--- src/rtl/quint_pkg.sv ---
package quint_pkg;
  localparam int unsigned DATA_W = 8;
  localparam int unsigned NREG   = 4;
  localparam int unsigned RIDX_W = $clog2(NREG);
  localparam int unsigned OP_W   = 2;
  localparam int unsigned STG_W  = 3;

  typedef enum logic [OP_W-1:0] {
    OP_LDI  = 2'b00,
    OP_LDM  = 2'b01,
    OP_ADD  = 2'b10,
    OP_STOP = 2'b11
  } op_e;

  typedef enum logic [STG_W-1:0] {
    STG_FETCH = 3'd0,
    STG_DEC   = 3'd1,
    STG_ALU   = 3'd2,
    STG_MEM   = 3'd3,
    STG_WB    = 3'd4,
    STG_STOP  = 3'd5
  } stage_e;

  typedef struct packed {
    op_e               op;
    logic [RIDX_W-1:0] dst;
    logic [RIDX_W-1:0] src;
    logic [DATA_W-OP_W-2*RIDX_W-1:0] pad;
  } instr_t;
endpackage

--- src/rtl/quint_regfile.sv ---
module quint_regfile
  import quint_pkg::*;
#(
  parameter int unsigned N  = NREG,
  parameter int unsigned W  = DATA_W,
  localparam int unsigned AW = $clog2(N)
) (
  input  logic           clk_i,
  input  logic           rst_ni,
  input  logic           we_i,
  input  logic [AW-1:0]  waddr_i,
  input  logic [W-1:0]   wdata_i,
  input  logic [AW-1:0]  raddr_a_i,
  input  logic [AW-1:0]  raddr_b_i,
  output logic [W-1:0]   rdata_a_o,
  output logic [W-1:0]   rdata_b_o,
  output logic [N*W-1:0] flat_o
);
  logic [W-1:0] mem_q [N];

  for (genvar g = 0; g < N; g++) begin : g_reg
    always_ff @(posedge clk_i or negedge rst_ni) begin
      if (!rst_ni)                               mem_q[g] <= '0;
      else if (we_i && waddr_i == AW'(g))        mem_q[g] <= wdata_i;
    end
    assign flat_o[g*W +: W] = mem_q[g];
  end

  assign rdata_a_o = mem_q[raddr_a_i];
  assign rdata_b_o = mem_q[raddr_b_i];

  // no write strobe, no change anywhere in the file
  p_quiet_file_r9: assert property (@(posedge clk_i) disable iff (!rst_ni)
    !we_i |=> $stable(flat_o));
endmodule

--- src/rtl/quint_alu.sv ---
module quint_alu
  import quint_pkg::*;
#(
  parameter int unsigned W = DATA_W
) (
  input  op_e          op_i,
  input  logic [W-1:0] a_i,
  input  logic [W-1:0] b_i,
  input  logic [W-1:0] imm_i,
  output logic [W-1:0] res_o
);
  always_comb begin
    unique case (op_i)
      OP_ADD:  res_o = a_i + b_i;  // carry dropped
      default: res_o = imm_i;
    endcase
  end
endmodule

--- src/rtl/quint_ctrl.sv ---
module quint_ctrl
  import quint_pkg::*;
(
  input  logic   clk_i,
  input  logic   rst_ni,
  input  op_e    op_i,
  output stage_e stage_o,
  output logic   fetch_hi_o,
  output logic   fetch_end_o,
  output logic   dec_o,
  output logic   alu_o,
  output logic   mem_rd_o,
  output logic   wb_o,
  output logic   stop_o
);
  stage_e stage_q, stage_d;
  logic   hi_q, hi_d;

  always_comb begin
    stage_d = stage_q;
    hi_d    = 1'b0;
    unique case (stage_q)
      STG_FETCH: begin
        hi_d = ~hi_q;
        if (hi_q) stage_d = STG_DEC;
      end
      STG_DEC:  stage_d = (op_i == OP_STOP) ? STG_STOP : STG_ALU;
      STG_ALU:  stage_d = STG_MEM;
      STG_MEM:  stage_d = STG_WB;
      STG_WB:   stage_d = STG_FETCH;
      default:  stage_d = STG_STOP;
    endcase
  end

  always_ff @(posedge clk_i or negedge rst_ni) begin
    if (!rst_ni) begin
      stage_q <= STG_FETCH;
      hi_q    <= 1'b0;
    end else begin
      stage_q <= stage_d;
      hi_q    <= hi_d;
    end
  end

  assign stage_o     = stage_q;
  assign fetch_hi_o  = hi_q;
  assign fetch_end_o = (stage_q == STG_FETCH) && hi_q;
  assign dec_o       = (stage_q == STG_DEC);
  assign alu_o       = (stage_q == STG_ALU);
  assign mem_rd_o    = (stage_q == STG_MEM) && (op_i == OP_LDM);
  assign wb_o        = (stage_q == STG_WB);
  assign stop_o      = (stage_q == STG_STOP);

  p_alu_to_mem_r1: assert property (@(posedge clk_i) disable iff (!rst_ni)
    stage_q == STG_ALU |=> stage_q == STG_MEM);
  p_mem_to_wb_r1: assert property (@(posedge clk_i) disable iff (!rst_ni)
    stage_q == STG_MEM |=> stage_q == STG_WB);
  p_wb_to_fetch_r1: assert property (@(posedge clk_i) disable iff (!rst_ni)
    stage_q == STG_WB |=> (stage_q == STG_FETCH && !hi_q));
  p_fetch_two_r1: assert property (@(posedge clk_i) disable iff (!rst_ni)
    (stage_q == STG_FETCH && !hi_q) |=> (stage_q == STG_FETCH && hi_q));
  p_stop_sticky_r8: assert property (@(posedge clk_i) disable iff (!rst_ni)
    stage_q == STG_STOP |=> stage_q == STG_STOP);
endmodule

--- src/rtl/quint_cpu.sv ---
module quint_cpu
  import quint_pkg::*;
(
  input  logic                 clk_i,
  input  logic                 rst_ni,
  output logic [DATA_W-1:0]    mem_addr_o,
  output logic                 mem_re_o,
  input  logic [DATA_W-1:0]    mem_rdata_i,
  output logic                 halt_o,
  output logic [DATA_W-1:0]    pc_o,
  output logic [NREG*DATA_W-1:0] regs_o,
  output logic [STG_W-1:0]     stage_o
);
  localparam logic [DATA_W-1:0] PC_STEP = DATA_W'(2);

  logic [DATA_W-1:0] pc_q, mar_q, imm_q, opa_q, opb_q, res_q;
  instr_t            ir_q;
  stage_e            stage;
  logic fetch_hi, fetch_end, in_dec, in_alu, mem_rd, in_wb, stopped;
  logic [DATA_W-1:0] rf_a, rf_b, alu_res, wdata;

  quint_ctrl u_ctrl (
    .clk_i       (clk_i),
    .rst_ni      (rst_ni),
    .op_i        (ir_q.op),
    .stage_o     (stage),
    .fetch_hi_o  (fetch_hi),
    .fetch_end_o (fetch_end),
    .dec_o       (in_dec),
    .alu_o       (in_alu),
    .mem_rd_o    (mem_rd),
    .wb_o        (in_wb),
    .stop_o      (stopped)
  );

  always_ff @(posedge clk_i or negedge rst_ni) begin
    if (!rst_ni) begin
      pc_q  <= '0;
      ir_q  <= '0;
      imm_q <= '0;
      opa_q <= '0;
      opb_q <= '0;
      res_q <= '0;
      mar_q <= '0;
    end else begin
      if (fetch_end) begin
        ir_q <= instr_t'(mem_rdata_i);
        pc_q <= pc_q + PC_STEP;
      end
      if (in_dec) begin
        imm_q <= mem_rdata_i;  // second byte lands here
        opa_q <= rf_a;
        opb_q <= rf_b;
      end
      if (in_alu) begin
        res_q <= alu_res;
        mar_q <= imm_q;
      end
    end
  end

  quint_regfile u_rf (
    .clk_i     (clk_i),
    .rst_ni    (rst_ni),
    .we_i      (in_wb),
    .waddr_i   (ir_q.dst),
    .wdata_i   (wdata),
    .raddr_a_i (ir_q.dst),
    .raddr_b_i (ir_q.src),
    .rdata_a_o (rf_a),
    .rdata_b_o (rf_b),
    .flat_o    (regs_o)
  );

  quint_alu u_alu (
    .op_i  (ir_q.op),
    .a_i   (opa_q),
    .b_i   (opb_q),
    .imm_i (imm_q),
    .res_o (alu_res)
  );

  assign wdata = (ir_q.op == OP_LDM) ? mem_rdata_i : res_q;

  always_comb begin
    if (stage == STG_FETCH) mem_addr_o = pc_q + DATA_W'(fetch_hi);
    else                    mem_addr_o = mar_q;
  end
  assign mem_re_o = (stage == STG_FETCH) || mem_rd;
  assign halt_o   = stopped;
  assign pc_o     = pc_q;
  assign stage_o  = stage;

  p_pc_step_r3: assert property (@(posedge clk_i) disable iff (!rst_ni)
    fetch_end |=> pc_q == $past(pc_q) + PC_STEP);
  p_pc_hold_r3: assert property (@(posedge clk_i) disable iff (!rst_ni)
    !fetch_end |=> $stable(pc_q));
  p_mem_quiet_r7: assert property (@(posedge clk_i) disable iff (!rst_ni)
    (stage == STG_MEM && ir_q.op != OP_LDM) |-> !mem_re_o);
  p_mem_addr_r5: assert property (@(posedge clk_i) disable iff (!rst_ni)
    (stage == STG_MEM && mem_re_o) |-> mem_addr_o == $past(imm_q));
  p_halt_hold_r8: assert property (@(posedge clk_i) disable iff (!rst_ni)
    halt_o |=> (halt_o && !mem_re_o && $stable(regs_o)));
endmodule

--- config.mk ---
export PLATFORM = sky130hd
export DESIGN_NAME = quint_cpu
export DESIGN_NICKNAME = d
export VERILOG_FILES = /design/src/rtl/quint_pkg.sv /design/src/rtl/quint_regfile.sv /design/src/rtl/quint_alu.sv /design/src/rtl/quint_ctrl.sv /design/src/rtl/quint_cpu.sv
export SDC_FILE = /design/constraint.sdc
export NUM_CORES = 1
export LEC_CHECK = 0
export ABC_AREA = 1
export BUFFER_PORTS_ARGS = -buffer_cell sky130_fd_sc_hd__buf_2
export CORE_AREA = 2 2 104 106
export CTS_CLUSTER_SIZE = 10
export DETAILED_ROUTE_END_ITERATION = 8
export DIE_AREA = 0 0 106 108
export PLACE_DENSITY = 0.69
export SLEW_MARGIN = 20
export SYNTH_ARGS = -nofsm -noshare
export SYNTH_HDL_FRONTEND = slang
export SYNTH_SLANG_ARGS = --single-unit
--- constraint.sdc ---
create_clock -name clk_i -period 1.8 [get_ports clk_i]
set_input_delay 0 -clock clk_i [delete_from_list [all_inputs] [get_ports clk_i]]
set_output_delay 0 -clock clk_i [all_outputs]
set_load 0.02 [all_outputs]
==> results_dict.tcl, run 1 <==
set metrics [dict create \
    status "completed" \
    synth_commonest_cells "nand2_1, dfrtp_1, o21ai_0" \
    cts.sinks 89 \
    drtIter0Drc 320 \
    finalSetupViolCount 0 \
    die_area_mm2 0.0114 \
    fin_crit_ns 1.65 \
    synth_cells 554 \
    holdWs_ns 0.142 \
    crit_required_ns 1.80 \
    finalHoldViolCount 0 \
    path_buf_inv 3 \
    clk_pin_slew_ns 0.09 \
    wl_per_cell_um 14.9 \
    critPathKind "register to primary output" \
    nets 665 \
    startpoint "u_ctrl.stage_o[1]$_DFFE_PN0N_" \
    overflow 0 \
    path_common_cell "nand2_1" \
    dr.pass1.iters 5 \
    p_per_area_mw_per_mm2 2040 \
    multi_input_area_mm2 0.00190 \
    post-synth-top-count-cell "nand2_1" \
    max_freq_mhz 608 \
    ys_ff_latch 89 \
    yosysTopAreaCellShare_pct 49.5 \
    p_leak_uw 0.00270 \
    ys_top_cells_by_area "dfrtp_1, nand2_1, o21ai_0, inv_1, a21oi_1" \
    via_per_inst 5.13 \
    core_area_mm2 0.0102 \
    ys_warn_count 0 \
    syn_nets 573 \
    ys_types 35 \
    grt_pass1_vias 4006 \
    drive_above_1_share_pct 19.7 \
    numCtsBuffers 9 \
    die_y_um 108 \
    fillers 979 \
    worstSetupStartpointType "register" \
    start_util_pct 44.0 \
    final-seq-area_mm2 0.00223 \
    r2r.worst_path.cells 6 \
    async_flop_share_pct 100 \
    r2r_end "u_rf.flat_o[13]$_DFFE_PN0P_" \
    diodes 0 \
    cp-end-kind "primary output" \
    path_cells "inv_2 -> nand2_1 -> nor2_4 -> buf_6 -> nand2_1 -> o21ai_0 -> buf_2" \
    grtUsageTotal_pct 21.9 \
    slowest_stage "dfrtp_2" \
    slowest_delay_ns 0.47 \
    cts_tree "built" \
    setup-tns-final_ns 0 \
    die_width_um 106 \
    ir_drop_mv 1.14 \
    synth_edf_count 0 \
    core.rowCount 37 \
    min_path_type "input pin to async pin" \
    dpl.hpwl_um 8540 \
    slew_viol_final 0 \
    critical_path.top_delay_family "flip-flops" \
    cap_viol_max_count 0 \
    route.detailed.drc 0 \
    clock_latency_ns 0.36 \
    wl_um 11700 \
    rrSetupSlack_ns 0.17 \
    setup_ws_ns 0.154 \
    rsz0062_at_grt "false" \
    finalCritPeriodShare_pct 91.4 \
    avgSynthCellArea_um2 8.13 \
    worst-path-max-fanout 12 \
    synth_flop_cell "dfrtp_1" \
    area_growth_pct 20.3 \
    root_buffer "clkbuf_8" \
    dp_slack_ns 0.151 \
    regToRegStartpoint "ir_q[7]$_DFFE_PN0P_" \
    ys_seq_area_share_pct 49.5 \
    num_vias 4029 \
    htreeDepth 3 \
    cp.arrival_ns 1.65 \
    synth_top_area_cell "dfrtp_1" \
    synth_area_mm2 0.00450 \
    portBuffers 61 \
    cts_buffer_depth 2 \
    grt_pass1_wl_um 19700 \
    place.gp.congestion 0.853 \
    drtAntennaViolNets 0 \
    antenna_found_initial 0 \
    grt_max_degree 38 \
    skew_ns 0.0134 \
    ios 63 \
]
## sequential cells by signal (all words and copies together) (netlist names)
| register | count |
|---|---|
| opa_q | 8 |
| u_ctrl.stage_o | 3 |
| res_q | 8 |
| ir_q | 6 |
| mar_q | 8 |
| u_ctrl.fetch_hi_o | 1 |
| u_rf.flat_o | 32 |
| opb_q | 8 |
| pc_o | 7 |
| imm_q | 8 |
## power breakdown
| part | switching [µW] | total (µW) | internal (µW) |
|---|---|---|---|
| clock network | 736 | 1240 | 499 |
| logic | 3890 | 6140 | 2240 |
| registers | 718 | 3670 | 2950 |
| total | 5350 | 11000 | 5690 |
## final cells by class
| cell class | instances | share of cell area (%) |
|---|---|---|
| flip-flops and latches | 89 | 41.1 |
| repair buffers | 101 | 12.4 |
| clock buffers | 9 | 2.29 |
| well taps | 136 | 3.14 |
| inverters | 74 | 5.13 |
| multi-input cells | 371 | 35.1 |
| clock inverters | 6 | 0.785 |
## layer usage
metal | share of wire (%) | GRT usage (%) | vias to the layer above | wire, µm
met5 | 0 | 0 | - | 0
met4 | 1.4 | 5.92 | 0 | 161
met3 | 5.6 | 2.77 | 17 | 652
met2 | 48 | 37.5 | 125 | 5610
met1 | 45 | 29.6 | 1920 | 5300
li1 | - | - | 1967 | -
## worst reg2reg max path: stages, from the launching register on
cell	delay, ns
dfrtp_1	0.42
inv_1	0.12
nand2_1	0.29
o21ai_0	0.39
buf_4	0.21
nand2_1	0.05
o21ai_1	0.09
## worst max-delay path by stage
stage                                       to  slack [ns]  cells past startpoint
finish                           mem_addr_o[2]        0.15                      7
global route        u_rf.flat_o[5]$_DFFE_PN0P_        0.01                      6
CTS                              mem_addr_o[2]        0.03                      7
detailed placement        res_q[4]$_DFFE_PN0P_        0.15                     10
global placement          res_q[4]$_DFFE_PN0P_        0.16                     10
floorplan                 res_q[4]$_DFFE_PN0P_        0.26                     10
## layout by cell type (no fill, tap or decap), types with 4 or more instances in the layout
cell type      instances
clkbuf_8               9
nand2_1              165
o21a_1                 7
nor2_1                13
o21ai_0               80
inv_1                 71
dlygate4sd3_1          9
nor3_4                 4
dfrtp_1               88
o2111ai_1              7
buf_4                 28
ha_1                   8
a21oi_1               24
buf_2                 60
o21ai_1                7
xnor2_1                6
nand3_1               24
## through the flow
stage	util, %	instance area [µm²]	power [µW]	cells
3_3_place_gp	50.2	5140	9570	760
4_1_cts	52.7	5390	11000	784
3_5_place_dp	50.2	5140	9730	760
2_1_floorplan	-	4500	7570	554
5_1_grt	52.9	5420	12000	786
6_report	52.9	5420	11000	786
## cell families after synthesis
kind of cell,count (synthesis),synth area share (%)
multiplexers,1,0.250
flip-flops,89,49.5
AO/OA/AOI/OAI,131,15.9
AND/OR/NAND/NOR,221,21.6
other,1,0.0833
adder cells (fa/ha/maj),9,2.67
XOR/XNOR,8,1.56
buffers and inverters,94,8.50
## timing repair
item | 4_1_cts | 5_1_grt
setup buffers | 0 | 2
hold buffers | 9 | 0
resized for setup | 0 | 6
endpoints found under the hold margin | 49 | 0
setup endpoints to repair | 0 | 11
No activity file was read; power rests on OpenSTA's default activity.
==> run 2, diff against run 1 <==
Settings changed: ABC_CLOCK_PERIOD_IN_PS set to 1800, BUFFER_PORTS_ARGS -buffer_cell sky130_fd_sc_hd__buf_2 to unset, DONT_BUFFER_PORTS set to 1, PLACE_DENSITY 0.69 to 0.63.
==> results_dict.tcl, run 2 (synthesis results as in run 1) <==
set metrics [dict create \
    internal_power_uw 5370 \
    p_sw_uw 5210 \
    nets 607 \
    p_leak_uw 0.00246 \
    root_buffer "clkbuf_8" \
    clkPwrFrac_pct 12.0 \
    worst-path-max-fanout 12 \
    final_cell_mix "nand2_1, dfrtp_1, o21ai_0, inv_1, buf_4" \
    wl_per_cell_um 15.8 \
    clock_latency_ns 0.36 \
    grt_pass1_wl_um 19400 \
    ir_drop_mv 0.942 \
    rrSetupSlack_ns 0.15 \
    cts_buffer_depth 2 \
    grt_pass1_vias 3776 \
    grt_max_degree 90 \
    dpl.cell_count 705 \
    p_per_area_mw_per_mm2 2080 \
    slew_viol_final 0 \
    largest_reg_flops 32 \
    portBuffers 0 \
    cts_setup_buffers 0 \
    drtIter0Drc 222 \
    violations "negative hold slack" \
    start_util_pct 44.0 \
    ios 63 \
    setup-tns-final_ns 0 \
    finalCritPeriodShare_pct 91.9 \
    core_area_mm2 0.0102 \
    overflow 0 \
    final_cells 729 \
    slew_headroom_pct 58.5 \
    die_area_mm2 0.0114 \
    wl_um 11500 \
    cp-end-kind "primary output" \
    worstSetupStartpointType "register" \
    tightest_slew_ns 0.616 \
    dr.pass1.iters 5 \
    diodes 0 \
    finalSetupViolCount 0 \
    dpl.hpwl_um 8350 \
    p_comb_share_pct 47.8 \
    setup_ws_ns 0.146 \
    numCtsBuffers 9 \
    clk_pin_slew_ns 0.09 \
    final_common_cell "nand2_1" \
    antenna_found_initial 0 \
    crit_required_ns 1.80 \
    drive_above_1_share_pct 11.6 \
    area_growth_pct 13.3 \
    holdWs_ns -0.676 \
    die_y_um 108 \
    rsz0062_at_grt "false" \
    drtAntennaViolNets 0 \
    status "finished, violations left" \
    num_vias 3800 \
    hold_buffers 8 \
    place.gp.congestion 0.921 \
    r2r_end "res_q[4]$_DFFE_PN0P_" \
    route.detailed.drc 0 \
    min_path_type "input pin to async pin" \
    max_freq_mhz 604 \
    critPathKind "register to primary output" \
    cp.arrival_ns 1.65 \
    finalHoldViolCount 89 \
    swShare_pct 49.2 \
    die_width_um 106 \
    skew_ns 0.0123 \
    cap_viol_max_count 0 \
    htreeDepth 3 \
    via_per_inst 5.21 \
    cts.sinks 89 \
    grtUsageTotal_pct 21.7 \
    regToRegStartpoint "opa_q[0]$_DFFE_PN0P_" \
    dp_slack_ns 0.149 \
    cts_tree "built" \
    p_seq_share_pct 40.2 \
    core.rowCount 37 \
    fin_crit_ns 1.65 \
    r2r.worst_path.cells 10 \
]
[run 2: final cells by class]
class                      instances  area [µm²]
fill                             979        5130
multi-input combinational        371        1900
timing repair buffer              43         347
inverter                          74         278
sequential                        89        2230
clock buffer                      10         138
clock inverter                     6        43.8
tap                              136         170
[run 2: worst max-delay path, stage by stage (launching register included)]
cell,delay (ns)
dfrtp_1,0.42
inv_1,0.12
nand2_1,0.12
nor2_4,0.15
buf_6,0.16
nand2_1,0.06
o21ai_0,0.10
buf_4,0.18
[run 2: layer usage]
metal	track usage [%]	up-vias	part of all wire (%)
li1	-	1841	-
met1	28.3	1805	45
met2	34.9	139	46
met3	7.66	15	8.5
met4	5.26	0	1.1
met5	0	-	0
[run 2: power groups by stage]
stage	clock, µW	combinational, µW	sequential (µW)
detailed placement	0	4980	4300
floorplan	0	3520	4050
global route	1390	5730	4400
finish	1270	5060	4260
CTS	1320	5040	4260
global placement	0	4900	4270
[run 2: repair_timing]
action	CTS	global route
endpoints found under the hold margin	103	89
resized for setup	0	2
endpoints found under the setup margin	0	6
[run 2: worst max path at each step]
stage | from | end | slack [ns] | depth (start not counted)
after floorplan | opa_q[0]$_DFFE_PN0P_ | res_q[4]$_DFFE_PN0P_ | 0.26 | 10
after global placement | opa_q[0]$_DFFE_PN0P_ | res_q[4]$_DFFE_PN0P_ | 0.17 | 10
after detailed placement | opa_q[0]$_DFFE_PN0P_ | res_q[4]$_DFFE_PN0P_ | 0.15 | 10
after CTS | u_ctrl.stage_o[0]$_DFFE_PN0N_ | mem_addr_o[2] | 0.008 | 7
after global routing | opa_q[0]$_DFFE_PN0P_ | res_q[4]$_DFFE_PN0P_ | 0.02 | 10
final | u_ctrl.stage_o[1]$_DFFE_PN0N_ | mem_addr_o[2] | 0.15 | 7
[run 2: per-stage QoR]
step                      power (µW)  utilization, %  instance area (µm²)
after floorplan                 7570               -                 4500
final                          10600            49.9                 5100
after CTS                      10600            49.8                 5100
after global routing           11500            49.9                 5100
after detailed placement        9290            47.3                 4840
after global placement          9170            47.3                 4840
==> run 3, diff against run 2 <==
Settings changed: ABC_CLOCK_PERIOD_IN_PS 1800 to 1500, PLACE_DENSITY 0.63 to 0.65.
Clock period 1.8 ns to 1.5 ns, I/O delays scaled along.
==> results_dict.tcl, run 3 (synthesis results as in run 1) <==
set metrics [dict create \
    dr.pass1.iters 4 \
    grtUsageTotal_pct 21.7 \
    skew_ns 0.0103 \
    final_common_cell "nand2_1" \
    worstSetupStartpointType "register" \
    grt_pass1_vias 3869 \
    crit_required_ns 1.75 \
    diodes 0 \
    area_growth_pct 26.7 \
    finalHoldViolCount 89 \
    drtAntennaViolNets 0 \
    final-seq-area_mm2 0.00223 \
    ios 63 \
    fin_total_pwr_uw 14600 \
    grt_use_met3_pct 6.93 \
    nets 635 \
    violations "negative hold slack, negative setup slack" \
    root_buffer "clkbuf_8" \
    fillers 948 \
    hold_buffers 8 \
    grt_util_met1_pct 27.6 \
    setup-tns-final_ns -0.575 \
    critPathKind "register to register" \
    final_cells 757 \
    cts_buffer_depth 2 \
    utilization_pct 55.8 \
    dpl.cell_count 715 \
    slowest_delay_ns 0.37 \
    rsz0062_at_grt "true" \
    final_cell_mix "nand2_1, dfrtp_1, o21ai_0, inv_1, buf_4" \
    p_leak_uw 0.00269 \
    wl_per_cell_um 16.0 \
    die_area_mm2 0.0114 \
    drtIter0Drc 233 \
    p_per_area_mw_per_mm2 2550 \
    holdWs_ns -0.681 \
    finalSetupViolCount 9 \
    finalCritPeriodShare_pct 107 \
    htreeDepth 3 \
    clock_latency_ns 0.37 \
    fin_crit_ns 1.60 \
    via_per_inst 5.19 \
    slew_viol_final 0 \
    num_vias 3926 \
    min_path_type "input pin to async pin" \
    use_met2_pct 35.8 \
    cts.sinks 89 \
    ir_drop_mv 1.27 \
    path_buf_inv 3 \
    setup_ws_ns -0.101 \
    cts_tree "built" \
    route.detailed.drc 0 \
    cp-end-kind "register" \
    slowest_stage "dfrtp_1" \
    regToRegStartpoint "opa_q[0]$_DFFE_PN0P_" \
    die_y_um 108 \
    cap_viol_max_count 0 \
    core_area_mm2 0.0102 \
    critical_path.top_delay_family "adder cells" \
    multi_input_area_mm2 0.00214 \
    status "finished, violations left" \
    clk_pin_slew_ns 0.09 \
    wl_um 12100 \
    grt-busiest-layer "met2" \
    cp.arrival_ns 1.85 \
    grt_pass1_wl_um 19400 \
    largest_reg_flops 32 \
    worst-path-max-fanout 2 \
    startpoint "opa_q[0]$_DFFE_PN0P_" \
    overflow 0 \
    numCtsBuffers 9 \
    path_cells "ha_2 -> inv_2 -> fa_2 -> buf_4 -> buf_6 -> xnor2_2 -> nor2_1 -> o21ai_1" \
    max_freq_mhz 625 \
    grt_max_degree 90 \
    dp_slack_ns -0.0536 \
    dpl.hpwl_um 8270 \
    core.rowCount 37 \
    portBuffers 0 \
    start_util_pct 44.0 \
    place.gp.congestion 0.879 \
    die_width_um 106 \
    drive_above_1_share_pct 22.2 \
    antenna_found_initial 0 \
]
[run 3: changes by cell type in the layout (fill, tap and decap cells not counted), moves of 7 or more]
cell	previous run	this run
buf_4	34	45
nand2_4	1	8
buf_6	1	11
o21ai_0	81	72
buf_12	0	7
nand2_1	165	151
[run 3: layout make-up]
| cell class | instances | share of cell area, % |
|---|---|---|
| Sequential cell | 89 | 39.1 |
| Multi-Input combinational cell | 371 | 37.4 |
| Timing Repair Buffer | 71 | 12.0 |
| Inverter | 74 | 4.96 |
| Tap cell | 136 | 2.98 |
| Clock buffer | 10 | 2.41 |
| Clock inverter | 6 | 1.16 |
[run 3: through the flow]
step	instance area, µm²	hold WS (ns)
6_report	5700	-0.681
3_3_place_gp	4980	-0.293
5_1_grt	5700	-0.706
2_1_floorplan	4510	-0.296
3_5_place_dp	4980	-0.293
4_1_cts	5360	-0.693
[run 3: routing by layer]
layer  part of all wire (%)  up-vias
met2                     47      130
li1                       -     1905
met1                     45     1876
met3                    7.1       15
met5                      0        -
met4                    1.3        0
[run 3: worst paths after layout]
| path | slack, ns | cells after the start | end |
|---|---|---|---|
| max | -0.10 | 8 | res_q[2]$_DFFE_PN0P_ |
| min | -0.68 | 0 | u_ctrl.stage_o[2]$_DFFE_PN0N_ |
| max reg2reg | -0.10 | 8 | res_q[2]$_DFFE_PN0P_ |
| min reg2reg | 0.49 | 2 | res_q[3]$_DFFE_PN0P_ |
| max in group asynchronous | 2.06 | 0 | u_rf.flat_o[21]$_DFFE_PN0P_ |
| min in group clk_i | 0.02 | 4 | u_rf.flat_o[1]$_DFFE_PN0P_ |
[run 3: worst register-to-register path, delay by kind of cell, from the launching register on]
family	cells	cell delay, ns
DFF	1	0.37
buffers and inverters	3	0.30
AOI/OAI and AO/OA	1	0.06
and+or+nand+nor	1	0.10
adders and majority gates	2	0.53
xor gates and xnor gates	1	0.12
[run 3: power by group]
group          leakage [µW]  switching, µW  internal [µW]  total [µW]
logic               0.00150           4340           3390        7730
clock network      0.000107            900            822        1720
registers           0.00108           1590           3530        5120
total               0.00269           6830           7740       14600
[run 3: repair_timing]
action / 4_1_cts / 5_1_grt
gates resized for setup: 21 / 58
endpoints found under the setup margin: 16 / 22
buffers inserted: 7 / 12
gates cloned: 1 / 0
hold endpoints to repair: 103 / 89
pin swaps: 6 / 22
